`src/rtl/gpio_port_pkg.sv`:
```
// Shared definitions for the GPIO port: bus address width, register
// offsets and the decoded register selector.
// Assumes byte offsets compared over the full address width.
package gpio_port_pkg;

    localparam int PORT_AW = 8;

    localparam logic [PORT_AW-1:0] OFS_DATA = 8'h00;
    localparam logic [PORT_AW-1:0] OFS_DIR  = 8'h04;
    localparam logic [PORT_AW-1:0] OFS_PULL = 8'h08;

    typedef enum logic [1:0] {
        REG_NONE = 2'd0,
        REG_DATA = 2'd1,
        REG_DIR  = 2'd2,
        REG_PULL = 2'd3
    } reg_sel_e;

    // Map an offset to the register it names.
    function automatic reg_sel_e decode(input logic [PORT_AW-1:0] addr);
        case (addr)
            OFS_DATA: decode = REG_DATA;
            OFS_DIR:  decode = REG_DIR;
            OFS_PULL: decode = REG_PULL;
            default:  decode = REG_NONE;
        endcase
    endfunction

endpackage

```
`src/rtl/gpio_port_sync.sv`:
```
// Two-flop synchronizer, one chain per pad input.
// Assumes pad_in is asynchronous to clk; the output lags the pads by two edges.
module gpio_port_sync #(
    parameter int WIDTH = 4
) (
    input  logic             clk,
    input  logic             rst_n,
    input  logic [WIDTH-1:0] pad_in,
    output logic [WIDTH-1:0] pin_s
);

    logic [WIDTH-1:0] stage1;
    logic [WIDTH-1:0] stage2;

    for (genvar i = 0; i < WIDTH; i++) begin : g_bit
        // Shift each pad level through two flops.
        always_ff @(posedge clk) begin
            if (!rst_n) begin
                stage1[i] <= 1'b0;
                stage2[i] <= 1'b0;
            end else begin
                stage1[i] <= pad_in[i];
                stage2[i] <= stage1[i];
            end
        end
    end

    assign pin_s = stage2;

    // Checking aid: counts edges since reset so the latency check never
    // looks back past the reset.
    logic [1:0] warm;
    always_ff @(posedge clk) begin
        if (!rst_n)          warm <= 2'd0;
        else if (warm != 2'd3) warm <= warm + 2'd1;
    end

    // the synchronized value equals the pad level two edges earlier.
    a_r4_sync_latency: assert property (@(posedge clk) disable iff (!rst_n)
        (warm >= 2'd2) |-> (pin_s == $past(pad_in, 2)));

endmodule

```
`src/rtl/gpio_port_regs.sv`:
```
// Register file of the GPIO port: output latch, direction and pull-up enable.
// Assumes a one-cycle bus_sel strobe; writes take effect at the strobe edge.
module gpio_port_regs
    import gpio_port_pkg::*;
#(
    parameter int WIDTH  = 4,
    parameter int DATA_W = 8
) (
    input  logic               clk,
    input  logic               rst_n,
    input  logic               bus_sel,
    input  logic               bus_we,
    input  logic [PORT_AW-1:0] bus_addr,
    input  logic [DATA_W-1:0]  bus_wdata,
    output logic [WIDTH-1:0]   latch_q,
    output logic [WIDTH-1:0]   dir_q,
    output logic [WIDTH-1:0]   pull_q
);

    reg_sel_e         wsel;
    logic             wr;
    logic [WIDTH-1:0] wval;

    // Decode the write target and take the low data bits.
    always_comb begin
        wr   = bus_sel && bus_we;
        wsel = decode(bus_addr);
        wval = bus_wdata[WIDTH-1:0];
    end

    // Update the addressed register; the latch is written whatever the direction.
    always_ff @(posedge clk) begin
        if (!rst_n) begin
            latch_q <= '0;
            dir_q   <= '0;
            pull_q  <= '0;
        end else if (wr) begin
            case (wsel)
                REG_DATA: latch_q <= wval;
                REG_DIR:  dir_q   <= wval;
                REG_PULL: pull_q  <= wval;
                default:  ;
            endcase
        end
    end

    // a data write lands in the latch even when its bits are inputs.
    a_r5_latch_always_written: assert property (@(posedge clk) disable iff (!rst_n)
        (bus_sel && bus_we && bus_addr == OFS_DATA)
        |=> (latch_q == $past(bus_wdata[WIDTH-1:0])));

    // writes to unmapped offsets leave every register unchanged.
    a_r8_unmapped_write_ignored: assert property (@(posedge clk) disable iff (!rst_n)
        (bus_sel && bus_we && bus_addr != OFS_DATA && bus_addr != OFS_DIR
         && bus_addr != OFS_PULL)
        |=> ($stable(latch_q) && $stable(dir_q) && $stable(pull_q)));

endmodule

```
`src/rtl/gpio_port_rdmux.sv`:
```
// Read path of the GPIO port: picks the register, merges latch and pin bits
// for the data offset, and registers the result.
// Assumes pin_s is already synchronized; read data holds between reads.
module gpio_port_rdmux
    import gpio_port_pkg::*;
#(
    parameter int WIDTH  = 4,
    parameter int DATA_W = 8
) (
    input  logic               clk,
    input  logic               rst_n,
    input  logic               bus_sel,
    input  logic               bus_we,
    input  logic [PORT_AW-1:0] bus_addr,
    input  logic [WIDTH-1:0]   latch_q,
    input  logic [WIDTH-1:0]   dir_q,
    input  logic [WIDTH-1:0]   pull_q,
    input  logic [WIDTH-1:0]   pin_s,
    output logic [DATA_W-1:0]  bus_rdata
);

    localparam int PAD_W = DATA_W - WIDTH;

    logic [WIDTH-1:0] data_view;
    logic [WIDTH-1:0] rsel_val;

    // Per bit: an output shows its latch, an input shows its pin.
    for (genvar i = 0; i < WIDTH; i++) begin : g_view
        assign data_view[i] = dir_q[i] ? latch_q[i] : pin_s[i];
    end

    // Choose the value of the addressed register.
    always_comb begin
        case (decode(bus_addr))
            REG_DATA: rsel_val = data_view;
            REG_DIR:  rsel_val = dir_q;
            REG_PULL: rsel_val = pull_q;
            default:  rsel_val = '0;
        endcase
    end

    // Capture read data on a read strobe, otherwise hold it.
    always_ff @(posedge clk) begin
        if (!rst_n)                bus_rdata <= '0;
        else if (bus_sel && !bus_we) bus_rdata <= {{PAD_W{1'b0}}, rsel_val};
    end

    // read data only moves after a read strobe.
    a_r9_rdata_holds: assert property (@(posedge clk) disable iff (!rst_n)
        !(bus_sel && !bus_we) |=> $stable(bus_rdata));

    // bits above the port width never read as one.
    a_r7_upper_zero: assert property (@(posedge clk) disable iff (!rst_n)
        (bus_sel && !bus_we) |=> (bus_rdata[DATA_W-1:WIDTH] == '0));

    // unmapped offsets read as zero.
    a_r8_unmapped_read_zero: assert property (@(posedge clk) disable iff (!rst_n)
        (bus_sel && !bus_we && bus_addr != OFS_DATA && bus_addr != OFS_DIR
         && bus_addr != OFS_PULL) |=> (bus_rdata == '0));

endmodule

```
`src/rtl/gpio_port.sv`:
```
// GPIO port top: registers, pad control, input synchronizer and read path.
// Assumes a one-cycle bus strobe and asynchronous pad inputs.
module gpio_port
    import gpio_port_pkg::*;
#(
    parameter int WIDTH  = 4,
    parameter int DATA_W = 8
) (
    input  logic               clk,
    input  logic               rst_n,
    input  logic               bus_sel,
    input  logic               bus_we,
    input  logic [PORT_AW-1:0] bus_addr,
    input  logic [DATA_W-1:0]  bus_wdata,
    output logic [DATA_W-1:0]  bus_rdata,
    input  logic [WIDTH-1:0]   pad_in,
    output logic [WIDTH-1:0]   pad_oe,
    output logic [WIDTH-1:0]   pad_out,
    output logic [WIDTH-1:0]   pad_pu
);

    logic [WIDTH-1:0] latch_q;
    logic [WIDTH-1:0] dir_q;
    logic [WIDTH-1:0] pull_q;
    logic [WIDTH-1:0] pin_s;

    gpio_port_regs #(.WIDTH(WIDTH), .DATA_W(DATA_W)) u_regs (
        .clk       (clk),
        .rst_n     (rst_n),
        .bus_sel   (bus_sel),
        .bus_we    (bus_we),
        .bus_addr  (bus_addr),
        .bus_wdata (bus_wdata),
        .latch_q   (latch_q),
        .dir_q     (dir_q),
        .pull_q    (pull_q)
    );

    gpio_port_sync #(.WIDTH(WIDTH)) u_sync (
        .clk    (clk),
        .rst_n  (rst_n),
        .pad_in (pad_in),
        .pin_s  (pin_s)
    );

    gpio_port_rdmux #(.WIDTH(WIDTH), .DATA_W(DATA_W)) u_rdmux (
        .clk       (clk),
        .rst_n     (rst_n),
        .bus_sel   (bus_sel),
        .bus_we    (bus_we),
        .bus_addr  (bus_addr),
        .latch_q   (latch_q),
        .dir_q     (dir_q),
        .pull_q    (pull_q),
        .pin_s     (pin_s),
        .bus_rdata (bus_rdata)
    );

    // Drive the pads; the pull-up is gated off for output bits.
    always_comb begin
        pad_oe  = dir_q;
        pad_out = latch_q;
        pad_pu  = pull_q & ~dir_q;
    end

    // a direction write shows on pad_oe the next cycle.
    a_r2_oe_from_dir_write: assert property (@(posedge clk) disable iff (!rst_n)
        (bus_sel && bus_we && bus_addr == OFS_DIR)
        |=> (pad_oe == $past(bus_wdata[WIDTH-1:0])));

    // a pull-up write enables only the bits that are inputs.
    a_r6_pull_only_inputs: assert property (@(posedge clk) disable iff (!rst_n)
        (bus_sel && bus_we && bus_addr == OFS_PULL)
        |=> (pad_pu == ($past(bus_wdata[WIDTH-1:0]) & ~pad_oe)));

endmodule

```
`config.mk`:
```
export PLATFORM = sky130hd
export DESIGN_NAME = gpio_port
export DESIGN_NICKNAME = d
export VERILOG_FILES = /design/src/rtl/gpio_port_pkg.sv /design/src/rtl/gpio_port_sync.sv /design/src/rtl/gpio_port_regs.sv /design/src/rtl/gpio_port_rdmux.sv /design/src/rtl/gpio_port.sv
export SDC_FILE = /design/constraint.sdc
export NUM_CORES = 1
export LEC_CHECK = 0
export BUFFER_PORTS_ARGS = -buffer_cell sky130_fd_sc_hd__clkbuf_2
export CAP_MARGIN = 20
export CELL_PAD_IN_SITES_DETAIL_PLACEMENT = 1
export CELL_PAD_IN_SITES_GLOBAL_PLACEMENT = 1
export CORE_ASPECT_RATIO = 0.5
export CORE_MARGIN = 10
export CORE_UTILIZATION = 35
export DETAILED_ROUTE_END_ITERATION = 6
export HOLD_SLACK_MARGIN = 0.05
export PLACE_DENSITY_LB_ADDON = 0.1
export SYNTH_ARGS = -nofsm -noshare
export SYNTH_HDL_FRONTEND = slang
export SYNTH_HIERARCHICAL = 1
export SYNTH_SLANG_ARGS = --single-unit
export TNS_END_PERCENT = 20
```
`constraint.sdc`:
```
create_clock -name clk -period 1.11 [get_ports clk]
set_input_delay 0.1665 -clock clk [delete_from_list [all_inputs] [get_ports clk]]
set_output_delay 0.1665 -clock clk [all_outputs]
set_load 0.05 [all_outputs]
```
Yosys cells after proc, flatten, opt, wreduce, memory -nomap -nowiden --
Cells that the tools add are included.
Storage, ports and cells: register bits 24, input port bits 24, output and inout bits 20, word-level logic and storage cells 32
Cells by class: equal/unequal tests 5, multiplexer cells 6, bitwise operators 2, reductions and logical operators 7
Operators with widths (count):
- one-hot mux 4 bit (3 select lines) | 1
- == test 8 x 3 -> 1 bit (second input constant) | 1
- == test 8 x 4 -> 1 bit (second input constant) | 1
- logical NOT 8 bit | 1
- one-hot mux 2 bit (3 select lines) | 1
- AND reduction 2 bit | 3
- AND 4 bit | 1
- == test 2 bit (second input constant) | 2
- 2-to-1 mux 1 bit | 4
- NOT 4 bit | 1
- == test 2 x 1 -> 1 bit (second input constant) | 1
- logical AND 1 bit | 2
- logical NOT 1 bit | 1

Depth between registers and ports, before layout --
depth after elaboration 4, gate-level depth with buffers 5

Cells and area by module --
The synthesis kept the hierarchy.
Modules (own cells, without submodules):
- gpio_port_regs | instances 1, cells an instance 48, area each 500.5 sq um, sequential area each 240.2 sq um
- gpio_port_rdmux | instances 1, cells an instance 42, area each 371.6 sq um, sequential area each 80.1 sq um
- gpio_port_sync | instances 1, cells an instance 16, area each 210.2 sq um, sequential area each 160.2 sq um
- gpio_port | instances 1, cells an instance 4, area each 55.1 sq um, sequential area each 0.0 sq um

Worst setup path before layout --
OpenSTA, ideal clock, no wires.
path type reg-to-reg, start point reg u_regs.dir_q[2], end point reg u_rdmux.bus_rdata[2], setup time 122 ps, arrival time 1102 ps, slack -113 ps, cell stages (with the launch flop) 4, buffers on the path 0, cells stage by stage dfxtp_1 > nor4b_4 > a211oi_1 > o21ai_1
Between the ends: longest elaborated chain between the ends 2
RTL lines:
- start: declaration | RTL line gpio_port_regs.sv:16 | output logic [WIDTH-1:0] dir_q,
- start signal: assignment | RTL line gpio_port_regs.sv:40 | REG_DIR: dir_q <= wval;
- 2-to-1 mux 1 bit | RTL line gpio_port_rdmux.sv:29 | assign data_view[i] = dir_q[i] ? latch_q[i] : pin_s[i];
- one-hot mux 4 bit (3 select lines) (*) | RTL line gpio_port_rdmux.sv:34 | case (decode(bus_addr))
- end signal: assignment | RTL line gpio_port_rdmux.sv:45 | else if (bus_sel && !bus_we) bus_rdata <= {{PAD_W{1'b0}}, rsel_val};
- end: declaration | RTL line gpio_port_rdmux.sv:19 | output logic [DATA_W-1:0] bus_rdata
Every way passes the cells marked *; elsewhere a longest branch is shown, timed or not. A chain may end at the register's enable or synchronous reset.

Worst setup path after layout --
start point reg u_regs.pull_q[3], end point out pad_pu[3]
Between the ends: longest elaborated chain between the ends 1
RTL lines:
- start: declaration | RTL line gpio_port_regs.sv:17 | output logic [WIDTH-1:0] pull_q
- start signal: assignment | RTL line gpio_port_regs.sv:41 | REG_PULL: pull_q <= wval;
- AND 4 bit | RTL line gpio_port.sv:63 | pad_pu = pull_q & ~dir_q;
- end: declaration | RTL line gpio_port.sv:19 | output logic [WIDTH-1:0] pad_pu
No other way between the ends.

==> impl_metrics.csv <==
group,metric,value,unit
clock_network,cts_tree,"built",
setup_path,required,940,ps
synthesis,synth_commonest_cells,"24 x dfxtp_1, 20 x nand2_1, 12 x mux2i_1",
synthesis,synth_seq_cells,24,
power_and_ir_drop,vdd.ir_drop.worst,495,uV
setup_path,cp-start-kind,"register",
hold_path,hp-class,"in2reg",
cells_and_area,fill_cells,347,
detailed_routing,routed_wl,2970,um
synthesis,ys_seq_area_frac,0.422,
synthesis,yosysTopAreaCell,"dfxtp_1",
setup_path,arrival,920,ps
synthesis,synth-async-reset-ratio,0,
clock_network,cts.path.max_buffers,2,
setup_path,crit_slowest_cell,"dfxtp_2",
setup_path,endpoint_kind,"output pin",
synthesis,netlist_area,1140,um^2
detailed_routing,drc_errors,0,
global_routing,track_usage,0.101,
cells_and_area,fin_util,0.504,
synthesis,synthFlopType,"dfxtp_1",
floorplan,num_io_pins,44,
synthesis,synthesis.instances,110,
cells_and_area,seqCellArea,495,um^2
clock_network,htree_levels,1,
clock_network,cts_buffers,3,
clock_network,clk_pin_slew_worst_paths,80,ps
place,place_area,1390,um^2
cells_and_area,design_area,1540,um^2
sta,setup_viol,0,
cells_and_area,drive_gt1_frac,0.461,
clock_network,clock_sinks,24,
synthesis,yosys.area.top_type_share,0.422,
floorplan,die_x,101,um
global_routing,grt_max_degree,17,
global_routing,grt-ovfl-total,0,
sta,rsz0062_at_grt,"yes",
clock_network,clock_latency,260,ps
setup_path,cp_max_fo,3,
sta,post-route-period-util,0.979,
detailed_routing,vias_per_cell,4.62,
sta,fmax,920,MHz
detailed_routing,drtIter0Drc,25,
setup_path,crit_chain,"nor2b_4 -> buf_8",
place,dp_hpwl,2380,um
synthesis,avgSynthCellArea,10.3,um^2
run_status,outcome,"finished, final reports clean",
clock_network,ctsRootBufferMaster,"clkbuf_8",
floorplan,die_h,60.3,um
floorplan,core,3050,um^2
global_routing,antenna_found_initial,0,
place,gp_congestion,0.697,
global_routing,grt_pass1_vias,971,
synthesis,yosys-top-cells-area,"dfxtp_1 42%, mux2i_1 11%, nand2_1 6.6%, nor2b_4 6.1%, nor4b_2 5.3%",
sta,drv_slew,0,
synthesis,yosysUniqueCellTypes,23,
place,io_buffer_count,35,
setup_path,path_class,"reg2out",
cells_and_area,area_growth,35.0,%
global_routing,grt_pass1_wl,4890,um
sta,fin_skew,2.89,ps
synthesis,yosys_warnings,6,
synthesis,synth_edf_count,0,
floorplan,rows,14,
run,maxCapViolCount,0,
synthesis,yosysMostFrequentCell,"dfxtp_1",
power_and_ir_drop,pwr_density_cell,1000,nW/um^2
detailed_routing,ant_nets,0,
floorplan,die_area,6070,um^2
setup_path,max_stage_delay,360,ps
cells_and_area,multi_input_area,608,um^2
power_and_ir_drop,p_leak,0.719,nW
cells_and_area,nets,180,
cells_and_area,diodes,0,
sta,period_needed,1090,ps
floorplan,initial_core_util,0.373,
detailed_routing,dr.pass1.iters,2,
sta,final-hold-violation-count,0,
detailed_routing,route.detailed.wl_per_inst,15.3,um
detailed_routing,vias,896,
-- metrics by stage --
| stage | std cells | TNS, ps | total power, W | worst slack (ps) | hold slack, ps |
|---|---|---|---|---|---|
| 5_1_grt | 194 | -32.1 | 0.00162 | -15.6 | 126 |
| 4_1_cts | 193 | -3.80 | 0.00157 | -3.80 | 106 |
| 6_report | 194 | 0 | 0.00154 | 22.8 | 108 |
| 3_5_place_dp | 190 | -1560 | 0.00108 | -145 | 375 |
| 3_3_place_gp | 190 | -1370 | 0.00108 | -138 | 372 |
| 2_1_floorplan | 113 | -213 | 0.00101 | -70.9 | 288 |
-- cells by family (layout without fill, tap and decap cells) --
kind of cell / count (synthesis) / count (layout) / share of synthesized area
simple gates: 56 / 56 / 0.367
mux: 12 / 12 / 0.106
other cells: 1 / 4 / 0.00330
buf+inv: 8 / 49 / 0.0528
flops: 24 / 24 / 0.422
compound gates: 9 / 9 / 0.0484
-- path summary, 6_finish.rpt --
path / startpoint / end / slack (ps) / cells past startpoint
max: u_regs/pull_q[3]$_SDFFE_PN0P_ / pad_pu[3] / 20 / 2
min: pad_in[0] / u_sync/stage1[0]$_SDFF_PN0_ / 110 / 2
max reg2reg: u_regs/dir_q[3]$_SDFFE_PN0P_ / u_rdmux/bus_rdata[3]$_SDFFE_PN0P_ / 90 / 3
min reg2reg: u_sync/stage1[0]$_SDFF_PN0_ / u_sync/pin_s[0]$_SDFF_PN0_ / 440 / 1
-- routing by layer --
layer  GRT usage  wire (um)  vias up
met3      0.0334        143        2
met5           0          0        -
li1            -          -      460
met1       0.130       1490      415
met2       0.161       1320       19
met4      0.0240         16        0
-- flip-flops by register name, summed over array words and instances (netlist names) --
signal             count
u_regs/dir_q           4
u_sync/pin_s           4
u_sync/stage1          4
u_regs/pull_q          4
u_regs/latch_q         4
u_rdmux/bus_rdata      4
-- power breakdown --
group | switching, W | internal [W] | leakage, nW
clock | 0.000249 | 0.000242 | 0.0216
combinational | 0.000104 | 0.0000740 | 0.497
sequential | 0.00000415 | 0.000869 | 0.200
total | 0.000356 | 0.00118 | 0.719
-- area by class of cell --
class / instances / share of cell area
Tap cell: 40 / 0.0326
Multi-Input combinational cell: 81 / 0.396
Sequential cell: 24 / 0.323
Timing Repair Buffer: 46 / 0.222
Clock buffer: 3 / 0.0269
-- placed cells by master (no fill, tap or decap), drive strengths merged --
| cell | instances |
|---|---|
| nor2 | 5 |
| clkbuf | 33 |
| dfxtp | 24 |
| nor4 | 1 |
| and4bb | 1 |
| nor3 | 1 |
| and2 | 9 |
| nand3 | 2 |
| a211oi | 4 |
| nor2b | 5 |
| nand2 | 20 |
| nor3b | 4 |
| conb | 4 |
| nand2b | 1 |
| nor4b | 5 |
| a21oi | 1 |
| mux2i | 12 |
| buf | 16 |
| nand4b | 2 |
| o21ai | 4 |
-- worst max-delay path: cells and delay by family (launching register included) --
kind / cells / cell delay, ps
buf+inv: 1 / 150
flops: 1 / 360
simple gates: 1 / 150
-- what timing repair did --
item	4_1_cts	5_1_grt
setup endpoints to repair	10	6
hold buffers	0	0
gates resized for setup	25	9
cloned	0	0
pin swaps	0	0
buffers inserted	0	1
Power figures use the tool's default switching activity.
